`src/rtl/rtc_upd_pkg.sv`:
```
package rtc_upd_pkg;

    typedef enum logic [1:0] {
        REG_STATUS = 2'd0,
        REG_CTRL   = 2'd1,
        REG_FLAGS  = 2'd2
    } reg_sel_e;

    // one bit per event source; the same layout serves flags and enables
    typedef struct packed {
        logic pf;
        logic af;
        logic uf;
    } evt_set_t;

    typedef struct packed {
        logic     inhibit;
        evt_set_t en;
    } ctrl_t;

endpackage

```
`src/rtl/rtc_sec_divider.sv`:
```
module rtc_sec_divider #(
    parameter int TICKS_PER_SEC = 32768,
    parameter int UIP_LEAD      = 8
) (
    input  logic clk,
    input  logic rst_n,
    input  logic tick,
    input  logic hold,
    output logic boundary,     // combinational: this edge is the update edge
    output logic upd_strobe,
    output logic alarm_slot,   // combinational: first tick after an update
    output logic uip
);
    localparam int CW = (TICKS_PER_SEC > 1) ? $clog2(TICKS_PER_SEC) : 1;
    localparam logic [CW-1:0] LAST_CNT  = CW'(TICKS_PER_SEC - 1);
    localparam logic [CW-1:0] UIP_START = CW'(TICKS_PER_SEC - UIP_LEAD);

    typedef struct packed {
        logic [CW-1:0] cnt;
        logic          upd;
        logic          af_wait;
    } div_st_t;

    div_st_t st_d, st_q;

    assign boundary   = tick && !hold && (st_q.cnt == LAST_CNT);
    assign alarm_slot = tick && !hold && st_q.af_wait;

    always_comb begin
        st_d     = st_q;
        st_d.upd = 1'b0;
        if (hold) begin
            st_d.cnt     = '0;
            st_d.af_wait = 1'b0;
        end else if (tick) begin
            if (st_q.cnt == LAST_CNT) begin
                st_d.cnt     = '0;
                st_d.upd     = 1'b1;
                st_d.af_wait = 1'b1;
            end else begin
                st_d.cnt     = st_q.cnt + 1'b1;
                st_d.af_wait = 1'b0;
            end
        end
    end

    always_ff @(posedge clk) begin
        if (!rst_n) st_q <= '0;
        else        st_q <= st_d;
    end

    assign upd_strobe = st_q.upd;
    assign uip        = (st_q.cnt >= UIP_START) || st_q.upd;

endmodule

```
`src/rtl/rtc_flag_unit.sv`:
```
module rtc_flag_unit
    import rtc_upd_pkg::*;
(
    input  logic     clk,
    input  logic     rst_n,
    input  logic     upd_evt,
    input  logic     alarm_slot,
    input  logic     alarm_match,
    input  logic     periodic_tick,
    input  logic     clr,
    input  evt_set_t en,
    output evt_set_t flags,
    output logic     irq
);
    evt_set_t flags_d, flags_q;

    always_comb begin
        flags_d = clr ? '0 : flags_q;
        // set events take priority over the clear-on-read
        if (periodic_tick)              flags_d.pf = 1'b1;
        if (upd_evt)                    flags_d.uf = 1'b1;
        if (alarm_slot && alarm_match)  flags_d.af = 1'b1;
    end

    always_ff @(posedge clk) begin
        if (!rst_n) flags_q <= '0;
        else        flags_q <= flags_d;
    end

    assign flags = flags_q;
    assign irq   = |(flags_q & en);

endmodule

```
`src/rtl/rtc_update_ctl.sv`:
```
module rtc_update_ctl
    import rtc_upd_pkg::*;
#(
    parameter int TICKS_PER_SEC = 32768,
    parameter int UIP_LEAD      = 8
) (
    input  logic       clk,
    input  logic       rst_n,
    input  logic       tick,
    input  logic       alarm_match,
    input  logic       periodic_tick,
    input  logic       wr_en,
    input  logic       rd_en,
    input  logic [1:0] addr,
    input  logic [7:0] wdata,
    output logic [7:0] rdata,
    output logic       update_strobe,
    output logic       uip,
    output logic       irq
);
    ctrl_t    ctrl_d, ctrl_q;
    evt_set_t flags;
    logic     boundary;
    logic     alarm_slot;
    logic     flag_clr;

    assign flag_clr = rd_en && (reg_sel_e'(addr) == REG_FLAGS);

    rtc_sec_divider #(
        .TICKS_PER_SEC (TICKS_PER_SEC),
        .UIP_LEAD      (UIP_LEAD)
    ) u_div (
        .clk        (clk),
        .rst_n      (rst_n),
        .tick       (tick),
        .hold       (ctrl_q.inhibit),
        .boundary   (boundary),
        .upd_strobe (update_strobe),
        .alarm_slot (alarm_slot),
        .uip        (uip)
    );

    rtc_flag_unit u_flags (
        .clk           (clk),
        .rst_n         (rst_n),
        .upd_evt       (boundary),
        .alarm_slot    (alarm_slot),
        .alarm_match   (alarm_match),
        .periodic_tick (periodic_tick),
        .clr           (flag_clr),
        .en            (ctrl_q.en),
        .flags         (flags),
        .irq           (irq)
    );

    always_comb begin
        ctrl_d = ctrl_q;
        if (wr_en && (reg_sel_e'(addr) == REG_CTRL)) begin
            ctrl_d.inhibit = wdata[7];
            ctrl_d.en.pf   = wdata[6];
            ctrl_d.en.af   = wdata[5];
            ctrl_d.en.uf   = wdata[4];
        end
    end

    always_ff @(posedge clk) begin
        if (!rst_n) ctrl_q <= '0;
        else        ctrl_q <= ctrl_d;
    end

    always_comb begin
        rdata = 8'h00;
        if (rd_en) begin
            case (reg_sel_e'(addr))
                REG_STATUS: rdata = {uip, 7'b0};
                REG_CTRL:   rdata = {ctrl_q.inhibit, ctrl_q.en.pf, ctrl_q.en.af, ctrl_q.en.uf, 4'b0};
                REG_FLAGS:  rdata = {irq, flags.pf, flags.af, flags.uf, 4'b0};
                default:    rdata = 8'h00;
            endcase
        end
    end

endmodule

```
`config.mk`:
```
export PLATFORM = sky130hd
export DESIGN_NAME = rtc_update_ctl
export DESIGN_NICKNAME = d
export VERILOG_FILES = /design/src/rtl/rtc_upd_pkg.sv /design/src/rtl/rtc_sec_divider.sv /design/src/rtl/rtc_flag_unit.sv /design/src/rtl/rtc_update_ctl.sv
export SDC_FILE = /design/constraint.sdc
export NUM_CORES = 1
export LEC_CHECK = 0
export BUFFER_PORTS_ARGS = -buffer_cell sky130_fd_sc_hd__buf_2
export CAP_MARGIN = 0
export CORE_AREA = 2 2 50 52
export CTS_BUF_LIST = sky130_fd_sc_hd__clkbuf_4 sky130_fd_sc_hd__clkbuf_8
export CTS_CLUSTER_SIZE = 16
export DETAILED_ROUTE_END_ITERATION = 10
export DIE_AREA = 0 0 52 54
export GPL_ROUTABILITY_DRIVEN = 0
export MAX_ROUTING_LAYER = met4
export PLACE_DENSITY_LB_ADDON = 0.15
export SETUP_SLACK_MARGIN = 0.05
export SYNTH_ARGS = -nofsm -noshare
export SYNTH_HDL_FRONTEND = slang
export SYNTH_SLANG_ARGS = --single-unit
```
`constraint.sdc`:
```
create_clock -name clk -period 2.37 [get_ports clk]
set_input_delay 0.711 -clock clk [delete_from_list [all_inputs] [get_ports clk]]
set_output_delay 0.711 -clock clk [all_outputs]
set_load 0.02 [all_outputs]
```
# Word level (Yosys, flattened, before mapping)
# Index checks and enable logic that the tools add are counted.
# op_classes
add_sub_neg,1
order_cmp,1
eq_ne,3
n_mux,8
bitwise,3
reduce_logical,15
# op_table
operator,n
8-bit case mux with 3 select lines,1
15-bit by 1-bit adder with 15-bit output (second input constant),1
15-bit == test (second input constant),1
15-bit greater-or-equal comparator (second input constant),1
15-bit 2-to-1 mux,1
8-bit 2-to-1 mux,1
1-bit logical AND,6
2-bit nonzero test,3
3-bit OR reduction,2
1-bit 2-to-1 mux,4
3-bit AND,1
3-bit 2-to-1 mux,1
2-bit by 1-bit == test with 1-bit output (second input constant),1
2-bit == test (second input constant),1
2-bit zero test,1
1-bit NOT,2
2-bit OR reduction,1
1-bit zero test,1
1-bit logical OR,1
# word_totals
regBits,24
inputBits,17
output_inout_bits,11
wordCells,41

# Logic depth before layout (Yosys ltp)
# Gate-level depths: netlist of run 1.
# logic_depth
ltp_word,5
mapped_depth,5
mapped_depth_nobuf,5

# Cells and area by module
# From an unflattened synthesis of run 1, not the netlist that was laid out.
# unflattened
cells_unflattened,149
hier_area_um2,1331.3
# modules_own_cells
mod,instances,cells_each,area_each_um2,seq_area_each_um2
rtc_sec_divider,1,97,870.8,340.3
rtc_update_ctl,1,40,341.6,80.1
rtc_flag_unit,1,12,118.9,60.1

# Worst setup path before layout of run 1
# Ideal clock, no wire load.
# synth_timing
path_kind,register -> output
start,register u_div.st_q[7] (netlist name)
end,output port rdata[7]
arrival_time_ns,1.756
required_ns,1.659
setup_slack_ns,-0.097
path_stages_with_launch,5
cell_sequence,dfxtp_1 nand4_4 or4_4 o21bai_1 a22o_1
# synth_via
elab_chain_cells,4
# synth_rtl
element,line_no,rtl
start: declaration,rtc_sec_divider.sv:24,"div_st_t st_d, st_q;"
start signal: assignment,rtc_sec_divider.sv:49,else st_q <= st_d;
15-bit greater-or-equal comparator,rtc_sec_divider.sv:53,assign uip = (st_q.cnt >= UIP_START) || st_q.upd;
1-bit logical OR,rtc_sec_divider.sv:53,
named net uip,rtc_update_ctl.sv:18,"output logic uip,"
8-bit case mux with 3 select lines,rtc_update_ctl.sv:74,case (reg_sel_e'(addr))
8-bit 2-to-1 mux,rtc_update_ctl.sv:73,if (rd_en) begin
end: declaration,rtc_update_ctl.sv:16,"output logic [7:0] rdata,"
# The timed path passes the listed nets, and every way through them passes these cells.

# Worst setup path in the final report of run 1
# layout_timing
start,register u_div.st_q[8] (netlist name)
end,output port rdata[7]
# layout_via
elab_chain_cells,4
# layout_rtl
element,line_no
15-bit greater-or-equal comparator,rtc_sec_divider.sv:53
1-bit logical OR,rtc_sec_divider.sv:53
8-bit case mux with 3 select lines,rtc_update_ctl.sv:74
8-bit 2-to-1 mux,rtc_update_ctl.sv:73
# No other way between the ends.

==> results.txt, run 1 <==
outcome: finished with violations
failing checks: negative setup slack
Setup Slack @ Placement: 0.0496 ns
reg-to-reg startpoint: u_div.st_q[8]$_SDFFE_PP0P_
utilization after layout: 0.605
Final Max Slew Viols: 0
most frequent cells in the layout: 20 x dfxtp_1, 18 x buf_2, 14 x nor2_1
CP required: 1.66 ns
predominant post-synthesis flop cell: dfxtp_1
Hold EP: u_flags.flags[1]$_SDFFE_PN0P_
Syn. warnings: 0
Final WS setup: -0.0744 ns
ordered list of cells on the worst path: nand4_4 > or4_4 > o21bai_4 > a22o_1 > buf_6
global-route wire length before repair: 4.08 mm
TritonCTS buffer count: 3
top-area cell type share of the netlist area: 0.403
Clk Latency, worst-skew pair: 0.31 ns
CTS tree: yes
top post-synthesis cells by area: dfxtp_1 40%, xnor2_1 5.9%, nand3_1 5.0%
Clock transition at path regs: 0.12 ns
Top Family by Delay on Critical Path: simple AND/OR/NAND/NOR gates
Clock Sink Count: 24
Synth async-reset ratio: 0
DP HPWL: 1.79 mm
Bufs and invs on worst path: 1
share of cells above drive strength 1: 0.261
CP Max Fanout: 4
Max IR drop VDD: 0.250 mV
Pre-Repair DR Iteration Count: 4
startpoint types: flip-flop
RSZ-0062 raised after global routing: yes
post-synth top area cell: dfxtp_1
pwr dens: 460 nW/µm²
register share of total power: 0.645
sequential area share after synthesis: 0.403
largest net degree at the start of global routing: 13
via/cell ratio: 5.27
Min-Delay Path Class: reg -> reg
vias in the first global route: 1010
antenna cell count: 0
commonest non-fill, non-tap cell in the layout: dfxtp_1
worst r2r dst: u_div.st_q[11]$_SDFFE_PP0P_
Crit path largest cell delay: 0.45 ns
Yosys reg bits: 24
FF-to-FF path depth: 5
wire per inst: 12.0 µm
initial antenna violation count: 0
FILL cells: 219
slowest CP cell: or4_4
Max H-tree Level: 1
# setup viols final: 1
Syn Area/Cell: 8.57 µm²
post-route antenna net violation count: 0
Pint: 490 µW
Distinct cells, synth: 36
Worst Hold Path Cells: 2
Sw Pwr: 155 µW
R2R Setup Slk: 0.67 ns
Core Region: 2320 µm²
Power Total: 645 µW
root buffer cell: clkbuf_4
Finished Layout Cells: 195
Die ar.: 2810 µm²
# DRC: 0
Tot GR Track Use: 0.203
crit share post-route: 1.03
final count of hold timing violations: 0
EDFF count, synth: 0
gr ovfl total: 0
Period minus WS final: 2.44 ns
die height: 54 µm
initial core utilization: 0.513
max cap viols: 0
Synth Instances: 139
fmax: 0.409 GHz
Max Buffers Root-to-Sink: 2
LEAKAGE: 0.542 nW
synth-to-layout area growth: 17.9%
CTS Hold Bufs: 0
Rows: 18
WL final: 2.34 mm
crit path kind: reg -> out
initial drt markers: 26
Worst Skew: 0.00187 ns
via count: 1027
CP endpoint kind: primary output
hold wc startpoint: u_div.st_q[0]$_SDFFE_PP0P_
Combinational Power Share: 0.087
I/O pin count: 28
placed cells: 188
Data arrival, critical path: 1.73 ns
IO buf count: 19
Layout Nets: 186
die width: 52 µm
Clk network pwr share: 0.268
Netlist Area Pre-Place: 1190 µm²
sw frac: 0.240
-- worst max-delay path by stage --
| stage | start | end | slack, ns | cells past startpoint |
|---|---|---|---|---|
| 2_1_floorplan | u_div.st_q[7]$_SDFFE_PP0P_ | rdata[7] | 0.06 | 4 |
| 3_3_place_gp | addr[0] | rdata[7] | 0.07 | 5 |
| 3_5_place_dp | addr[0] | rdata[7] | 0.05 | 5 |
| 4_1_cts | u_div.st_q[14]$_SDFFE_PP0P_ | rdata[7] | -0.15 | 5 |
| 5_1_grt | u_div.st_q[14]$_SDFFE_PP0P_ | rdata[7] | -0.16 | 5 |
| 6_report | u_div.st_q[8]$_SDFFE_PP0P_ | rdata[7] | -0.07 | 5 |
-- synthesized netlist by cell type (2+ instances only) --
cell,count
a21boi_0,4
a21oi_1,2
a22o_1,2
a22oi_1,3
a31o_2,2
buf_4,4
clkbuf_1,3
dfxtp_1,24
ha_1,2
inv_1,7
nand2_1,13
nand3_1,12
nand4_1,4
nor2_1,14
nor2b_1,7
nor3_1,3
nor4_1,4
xnor2_1,8
xor2_1,4
-- through the flow --
stage	hold slack (ns)	TNS (ns)	instance area, µm²
floorplan	0.447	0	1210
global placement	0.457	0	1330
detailed placement	0.472	0	1330
CTS	0.489	-0.207	1390
global route	0.515	-0.211	1400
finish	0.487	-0.0744	1400
-- power groups by stage --
stage | logic (mW) | clock network [mW] | registers, mW
finish | 0.0563 | 0.173 | 0.416
global route | 0.0636 | 0.199 | 0.417
CTS | 0.0561 | 0.182 | 0.416
detailed placement | 0.0556 | 0 | 0.425
global placement | 0.0537 | 0 | 0.425
floorplan | 0.0416 | 0 | 0.423
-- area by class of cell --
type	instances	area, µm²	share of cell area
tap	30	37.5	0.0267
multi-input combinational	103	663	0.472
sequential	24	485	0.346
timing repair buffer	28	169	0.120
clock buffer	3	22.5	0.0160
inverter	7	26.3	0.0187
-- metal layers --
layer,vias up,GRT usage,share of wire,wire length [µm]
met1,465,0.207,0.43,1010
met4,0,0.0789,0.019,44
met2,26,0.386,0.50,1180
met5,-,-,0,0
met3,5,0.0333,0.048,113
li1,531,-,-,-
-- sequential cells by signal, indices dropped and copies added (netlist names) --
signal,cells
u_div.st_q,16
ctrl_q,4
u_flags.flags,3
u_div.upd_strobe,1
-- worst min-delay path, delay by kind of cell, from the launching register on --
| kind | cells | cell delay, ns |
|---|---|---|
| AOI/OAI and AO/OA | 1 | 0.06 |
| DFF | 1 | 0.33 |
| and+or+nand+nor | 1 | 0.06 |
-- what timing repair did --
| item | CTS | global route |
|---|---|---|
| resized for setup | 7 | 1 |
| endpoints found under the setup margin | 2 | 5 |
| setup buffers | 3 | 1 |
| pin swaps | 2 | 3 |
-- cell families (layout without fill, tap and decap cells) --
| logic type | after synthesis | after routing | share of synthesized area |
|---|---|---|---|
| compound gates | 20 | 20 | 0.127 |
| xor+xnor | 12 | 12 | 0.0882 |
| fa+ha+maj | 2 | 2 | 0.0210 |
| buf+inv | 15 | 38 | 0.0609 |
| flops | 24 | 24 | 0.403 |
| other cells | 1 | 4 | 0.00315 |
| simple gates | 65 | 65 | 0.296 |
Note: power is estimated with default switching activity, not from simulation.
==> run 2, diff against run 1 <==
RECOVER_POWER = 50   (was not set)
SLEW_MARGIN = 20   (was not set)
==> results.txt, run 2 (synthesis gave the netlist of run 1 again) <==
via count: 1023
Data arrival, critical path: 1.73 ns
IO buf count: 19
RSZ-0062 raised after global routing: yes
synth-to-layout area growth: 16.1%
Clock Sink Count: 24
max cap viols: 0
Max Buffers Root-to-Sink: 2
Die ar.: 2810 µm²
I/O pin count: 28
post-route antenna net violation count: 0
Power Total: 643 µW
root buffer cell: clkbuf_4
# DRC: 0
Max IR drop VDD: 0.250 mV
Min-Delay Path Class: reg -> reg
commonest non-fill, non-tap cell in the layout: dfxtp_1
placed cell area: 1330 µm²
Largest register FFs: 16
Layout Nets: 186
Pre-Repair DR Iteration Count: 4
Core Region: 2320 µm²
Largest Register: u_div.st_q
crit path kind: reg -> out
via/cell ratio: 5.25
Worst Skew: 0.00287 ns
# setup viols final: 1
utilization after layout: 0.596
die width: 52 µm
Final Instance Area: 1380 µm²
Worst Hold Path Cells: 2
largest net degree at the start of global routing: 13
wire per inst: 12.0 µm
initial antenna violation count: 0
Max H-tree Level: 1
most frequent cells in the layout: 20 x dfxtp_1, 15 x buf_2, 14 x nor2_1
Tot GR Track Use: 0.203
Clock transition at path regs: 0.11 ns
gr ovfl total: 0
Clk Latency, worst-skew pair: 0.31 ns
Final WS setup: -0.0726 ns
TritonCTS buffer count: 3
initial core utilization: 0.513
outcome: finished with violations
antenna cell count: 0
fmax: 0.409 GHz
failing checks: negative setup slack
die height: 54 µm
global-route wire length before repair: 4.08 mm
startpoint types: flip-flop
CTS tree: yes
CP endpoint kind: primary output
CP required: 1.66 ns
pwr dens: 465 nW/µm²
Period minus WS final: 2.44 ns
share of cells above drive strength 1: 0.224
LEAKAGE: 0.520 nW
CP Max Fanout: 4
WL final: 2.34 mm
Final Max Slew Viols: 0
DP HPWL: 1.79 mm
FF-to-FF path depth: 5
initial drt markers: 16
CTS Hold Bufs: 0
Rows: 18
vias in the first global route: 1010
final count of hold timing violations: 0
crit share post-route: 1.03
FILL cells: 225
## run 2: worst max-delay path, stage by stage (launching register included)
cell,delay (ns)
dfxtp_1,0.44
nand4_4,0.12
or4_4,0.45
o21bai_4,0.14
a22o_1,0.15
buf_6,0.12
## run 2: through the flow
| stage | setup TNS [ns] | std cells | setup slack [ns] | hold WS, ns |
|---|---|---|---|---|
| final | -0.0726 | 195 | -0.0726 | 0.487 |
| after global placement | 0 | 188 | 0.0708 | 0.457 |
| after floorplan | 0 | 142 | 0.0593 | 0.447 |
| after CTS | -0.207 | 194 | -0.151 | 0.489 |
| after detailed placement | 0 | 188 | 0.0496 | 0.472 |
| after global routing | -0.301 | 195 | -0.156 | 0.515 |
## run 2: layout make-up
type | count | area, µm² | area share
Clock buffer | 3 | 22.5 | 0.0163
Timing Repair Buffer | 28 | 161 | 0.117
Sequential cell | 24 | 485 | 0.351
Tap cell | 30 | 37.5 | 0.0271
Inverter | 7 | 26.3 | 0.0190
Multi-Input combinational cell | 103 | 649 | 0.470
## run 2: repair_timing
action                                  in CTS  in global routing
pin swaps                                    2                  3
gates cloned                                 0                  0
buffers inserted                             3                  1
resized for setup                            7                  1
endpoints found under the setup margin       2                  5
## run 2: final timing paths
path | from | endpoint | slack [ns]
hold / removal | u_div.st_q[0]$_SDFFE_PP0P_ | u_flags.flags[1]$_SDFFE_PN0P_ | 0.49
setup / recovery | u_div.st_q[8]$_SDFFE_PP0P_ | rdata[7] | -0.07
hold reg to reg | u_div.st_q[0]$_SDFFE_PP0P_ | u_flags.flags[1]$_SDFFE_PN0P_ | 0.49
setup reg to reg | u_div.st_q[8]$_SDFFE_PP0P_ | u_flags.flags[0]$_SDFFE_PN0P_ | 0.68
## run 2: metal layers
layer | part of all wire | wire length (µm) | track usage
met5 | 0 | 0 | -
met4 | 0.019 | 44 | 0.0789
met3 | 0.044 | 103 | 0.0333
met2 | 0.50 | 1160 | 0.386
met1 | 0.44 | 1030 | 0.207
## run 2: report_power, final
group | switching (mW) | leakage (nW) | internal [mW]
Combinational | 0.0347 | 0.310 | 0.0192
Clock | 0.113 | 0.0138 | 0.0596
Sequential | 0.00636 | 0.196 | 0.410
Total | 0.154 | 0.520 | 0.488
